==> src/rtl/updown_cnt_pkg.sv <==
package updown_cnt_pkg;
  localparam logic DIR_UP   = 1'b1;
  localparam logic DIR_DOWN = 1'b0;

  typedef enum logic [1:0] {
    SEL_HOLD  = 2'd0,
    SEL_STEP  = 2'd1,
    SEL_LOAD  = 2'd2,
    SEL_CLEAR = 2'd3
  } next_sel_e;
endpackage

==> src/rtl/cnt_incr.sv <==
module cnt_incr #(
  parameter int WIDTH = 4
) (
  input  logic [WIDTH-1:0] a_i,
  output logic [WIDTH-1:0] sum_o
);
  // half-adder chain, constant 1 injected at the LSB
  logic [WIDTH-1:0] carry;
  assign carry[0] = 1'b1;
  genvar i;
  generate
    for (i = 0; i < WIDTH; i++) begin : g_ha
      assign sum_o[i] = a_i[i] ^ carry[i];
      if (i < WIDTH-1) begin : g_c
        assign carry[i+1] = a_i[i] & carry[i];
      end
    end
  endgenerate
endmodule

==> src/rtl/cnt_decr.sv <==
module cnt_decr #(
  parameter int WIDTH = 4
) (
  input  logic [WIDTH-1:0] a_i,
  output logic [WIDTH-1:0] diff_o
);
  // full-adder chain adding all ones (two's complement of 1), carry-in 0
  logic [WIDTH-1:0] carry;
  assign carry[0] = 1'b0;
  genvar i;
  generate
    for (i = 0; i < WIDTH; i++) begin : g_fa
      assign diff_o[i] = a_i[i] ^ 1'b1 ^ carry[i];
      if (i < WIDTH-1) begin : g_c
        assign carry[i+1] = a_i[i] | carry[i];
      end
    end
  endgenerate
endmodule

==> src/rtl/cnt_term_detect.sv <==
module cnt_term_detect #(
  parameter int WIDTH = 4
) (
  input  logic [WIDTH-1:0] value_i,
  input  logic             up_i,
  output logic             tc_o
);
  import updown_cnt_pkg::*;
  logic all_ones;
  logic all_zeros;
  assign all_ones  = &value_i;
  assign all_zeros = ~|value_i;
  assign tc_o = (up_i == DIR_UP) ? all_ones : all_zeros;
endmodule

==> src/rtl/updown_tc_counter.sv <==
module updown_tc_counter #(
  parameter int WIDTH = 4
) (
  input  logic             clk,
  input  logic             rst,
  input  logic             clr_i,
  input  logic             load_i,
  input  logic [WIDTH-1:0] load_val_i,
  input  logic             step_en_i,
  input  logic             up_i,
  output logic [WIDTH-1:0] count_o,
  output logic             tc_o
);
  import updown_cnt_pkg::*;

  localparam logic [WIDTH-1:0] ALL_ONES = {WIDTH{1'b1}};
  localparam logic [WIDTH-1:0] ZERO     = '0;

  logic [WIDTH-1:0] cnt_q;
  logic [WIDTH-1:0] inc_val;
  logic [WIDTH-1:0] dec_val;
  logic [WIDTH-1:0] step_val;
  logic [WIDTH-1:0] next_val;
  next_sel_e        sel;

  cnt_incr #(.WIDTH(WIDTH)) u_inc (.a_i(cnt_q), .sum_o(inc_val));
  cnt_decr #(.WIDTH(WIDTH)) u_dec (.a_i(cnt_q), .diff_o(dec_val));
  cnt_term_detect #(.WIDTH(WIDTH)) u_tc (.value_i(cnt_q), .up_i(up_i), .tc_o(tc_o));

  // priority: clear, then load, then count enable
  always_comb begin
    if (clr_i)          sel = SEL_CLEAR;
    else if (load_i)    sel = SEL_LOAD;
    else if (step_en_i) sel = SEL_STEP;
    else                sel = SEL_HOLD;
  end

  assign step_val = (up_i == DIR_UP) ? inc_val : dec_val;

  always_comb begin
    unique case (sel)
      SEL_CLEAR: next_val = ZERO;
      SEL_LOAD:  next_val = load_val_i;
      SEL_STEP:  next_val = step_val;
      default:   next_val = cnt_q;
    endcase
  end

  always_ff @(posedge clk) begin
    if (rst) cnt_q <= ZERO;
    else     cnt_q <= next_val;
  end

  assign count_o = cnt_q;


  a_r1_reset_zero: assert property (@(posedge clk) rst |=> count_o == ZERO);

  a_r2_clear: assert property (@(posedge clk) disable iff (rst)
    clr_i |=> count_o == ZERO);

  a_r3_load: assert property (@(posedge clk) disable iff (rst)
    (!clr_i && load_i) |=> count_o == $past(load_val_i));

  a_r4_hold: assert property (@(posedge clk) disable iff (rst)
    (!clr_i && !load_i && !step_en_i) |=> $stable(count_o));

  a_r5_up: assert property (@(posedge clk) disable iff (rst)
    (!clr_i && !load_i && step_en_i && up_i) |=> count_o == $past(count_o) + 1'b1);

  a_r6_down: assert property (@(posedge clk) disable iff (rst)
    (!clr_i && !load_i && step_en_i && !up_i) |=> count_o == $past(count_o) - 1'b1);
  // an up step taken while tc is flagged lands on zero
  a_r7_wrap_up: assert property (@(posedge clk) disable iff (rst)
    (!clr_i && !load_i && step_en_i && up_i && tc_o) |=> count_o == ZERO);
  // a down step taken while tc is flagged lands on all ones
  a_r7_wrap_down: assert property (@(posedge clk) disable iff (rst)
    (!clr_i && !load_i && step_en_i && !up_i && tc_o) |=> count_o == ALL_ONES);
  // a held count with a held direction keeps tc steady
  a_r10_tc_steady: assert property (@(posedge clk) disable iff (rst)
    (!clr_i && !load_i && !step_en_i) ##1 $stable(up_i) |-> $stable(tc_o));
endmodule

==> config.mk <==
export PLATFORM = sky130hd
export DESIGN_NAME = updown_tc_counter
export DESIGN_NICKNAME = d
export VERILOG_FILES = /design/src/rtl/updown_cnt_pkg.sv /design/src/rtl/cnt_incr.sv /design/src/rtl/cnt_decr.sv /design/src/rtl/cnt_term_detect.sv /design/src/rtl/updown_tc_counter.sv
export SDC_FILE = /design/constraint.sdc
export NUM_CORES = 1
export LEC_CHECK = 0
export BUFFER_PORTS_ARGS = -buffer_cell sky130_fd_sc_hd__clkbuf_2
export CAP_MARGIN = 20
export CELL_PAD_IN_SITES_DETAIL_PLACEMENT = 0
export CELL_PAD_IN_SITES_GLOBAL_PLACEMENT = 1
export CORE_AREA = 8 8 45 47
export DETAILED_ROUTE_END_ITERATION = 12
export DIE_AREA = 0 0 53 55
export GPL_ROUTABILITY_DRIVEN = 0
export HOLD_SLACK_MARGIN = 0.06
export PLACE_DENSITY = 0.69
export SLEW_MARGIN = 20
export SYNTH_ARGS = -nofsm -noshare
export SYNTH_HDL_FRONTEND = slang
export SYNTH_SLANG_ARGS = --single-unit
==> constraint.sdc <==
create_clock -name clk -period 3.5 [get_ports clk]
set_input_delay 0.525 -clock clk [delete_from_list [all_inputs] [get_ports clk]]
set_output_delay 0.525 -clock clk [all_outputs]
set_load 0.01 [all_outputs]
==> results.yml <==
clocking:
  holdBufCountCts: 0
  cts_sinks: 4
  cts_resized: 0
  cts_setup_buffers: 0
  cts_root_buf: "clkbuf_4"
  clock_latency_ns: 0.23
  cts_buffer_depth: 2
  cts_buffers: 3
  htreeDepth: 1
  tritoncts: "done"
  path_clk_slew_ns: 0.04
routing:
  drc_errors: 0
  drt-initial-drc-count: 4
  viasPerCell: 4.82
  drt-wirelength-per-cell_um: 11.1
  drt_first_pass_iters: 4
  drt_wl_total_um: 858
  vias: 371
  ant_nets: 0
finish:
  drive_gt1_share_pct: 34.4
  multi_input_area_um2: 267
  largest_register_ff_count: 4
  regArea_um2: 80.1
  area_growth_pct: 29.5
  fin_cells: 77
  num-fill-cells: 148
  final_nets: 78
  diodes: 0
  fin_util_pct: 34.5
placement:
  placement.io_buffers: 14
  hpwl_um: 697
  dp_cells: 74
  post-place-ws_ns: 1.41
floorplanning:
  core-area_um2: 1380
  dieArea_um2: 2920
  fp.dieH_um: 55
  row_count: 14
  die_w_um: 53
  initial_core_util_pct: 26.7
  io_pins: 15
timing:
  timing.final.crit_share_pct: 53.3
  hold_viol_final: 0
  skew_ns: 0.00127
  tightest_slew_ns: 0.298
  period_minus_slack_ns: 1.87
  maxSlewHeadroom_pct: 79.8
  setup_tns_ns: 0
  grt_setup_unrepaired: "false"
  slew_viol_final: 0
  max_freq_mhz: 536
  setup_viol: 0
  fin_ws_ns: 1.63
worst_setup_path:
  critPathMaxFanout: 6
  arrival_ns: 2.03
  cp_cell_sequence: "clkbuf_2 > or2_2 > ha_1 > nor2b_1 > or4b_1 > a31oi_1"
  crit_required_ns: 3.66
  slowest_stage: "or4b_1"
  max_stage_delay_ns: 0.44
  end_kind: "flip-flop"
  crit_type: "input port to flip-flop"
  start_kind: "input port"
  reg2reg_slack_ns: 2.02
global_route:
  groute.usage.overall_pct: 6.44
  antenna_found_initial: 0
  overflow: 0
  grt_max_degree: 11
  grt_pass1_wl_um: 1410
  grt_pass1_vias: 337
status:
  outcome: "complete, no violations"
synthesis:
  synth-edff-count: 0
  ys_seq_area_share_pct: 21.7
  synth-seq-cells: 4
  async_reset_ff_share_pct: 0
  yosys.area.top_type_share_pct: 21.7
  syn-cell-area_um2: 369
  syn_nets: 60
  yosysTopAreaCell: "dfxtp_1"
  synth_area_leaders: "dfxtp_1, ha_1, a21oi_1, inv_1, a31oi_1"
  netlist_instances: 45
  yosys_warnings: 0
  synth_commonest_cells: "ha_1, inv_1, a21oi_1, dfxtp_1, nand2_1"
  synth_cell_types: 27
  avgSynthCellArea_um2: 8.20
  synth_ff_type: "dfxtp_1"
power:
  p_total_w: 0.000144
  power_leakage_nw: 0.233
  peakVddDrop_mv: 0.113
  powerDensity_nw_per_um2: 300
job:
  drv_cap: 0
min_path:
  min_path_type: "input port to flip-flop"
==> path summary, 6_finish.rpt <==
path              depth (start not counted)               startpoint                 endpoint
hold reg to reg                           2  count_o[0]$_SDFFE_PP0P_  count_o[0]$_SDFFE_PP0P_
setup / recovery                          6                   load_i  count_o[3]$_SDFFE_PP0P_
hold / removal                            2                      rst  count_o[3]$_SDFFE_PP0P_
setup reg to reg                          5  count_o[0]$_SDFFE_PP0P_  count_o[3]$_SDFFE_PP0P_
==> placed cells by master (no fill, tap or decap), types with 2 or more instances in the layout <==
master and instances:
nand2_1 3, inv_1 5, a21oi_1 4, ha_1 5
nor2_1 2, a31oi_1 2, clkbuf_2 14, dfxtp_1 4
clkbuf_4 3
==> per-layer routing <==
metal	up-vias	GRT usage [%]	wire [um]
li1	196	-	-
met1	159	7.89	429
met2	14	8.40	327
met3	2	3.74	87
met4	0	3.88	13
met5	-	0	0
==> power by group <==
group          internal (W)  leakage, nW  switching [W]
combinational     0.0000184        0.187      0.0000185
sequential        0.0000479       0.0325     0.00000275
clock             0.0000383       0.0138      0.0000178
total              0.000105        0.233      0.0000390
==> stage by stage <==
| step | cell area (um^2) | hold WS, ns |
|---|---|---|
| after floorplan | 369 | 0.531 |
| after global placement | 455 | 0.539 |
| after detailed placement | 455 | 0.531 |
| after CTS | 478 | 0.528 |
| after global routing | 478 | 0.526 |
| final | 478 | 0.528 |
==> critical path, delay by kind of cell <==
| family | cells | cell delay, ns |
|---|---|---|
| AO/OA/AOI/OAI | 1 | 0.13 |
| adder cells (fa/ha/maj) | 1 | 0.36 |
| buffers and inverters | 1 | 0.08 |
| AND/OR/NAND/NOR | 3 | 0.93 |
==> cells by family (layout without fill, tap and decap cells) <==
family                   Yosys count  count (layout)  share of synthesized area [%]
AND/OR/NAND/NOR                   16              16                           27.5
AO/OA/AOI/OAI                     11              11                           20.3
buffers and inverters              6              22                           6.10
adder cells (fa/ha/maj)            5               5                           16.9
flip-flops                         4               4                           21.7
XOR/XNOR                           2               2                           4.75
multiplexers                       1               1                           2.71
==> area by class of cell <==
cell class / count / area share [%]
Clock buffer: 3 / 4.71
Inverter: 5 / 3.93
Timing Repair Buffer: 14 / 14.7
Sequential cell: 4 / 16.8
Multi-Input combinational cell: 35 / 55.8
Tap cell: 16 / 4.19
(Power assumes the default switching activity.)
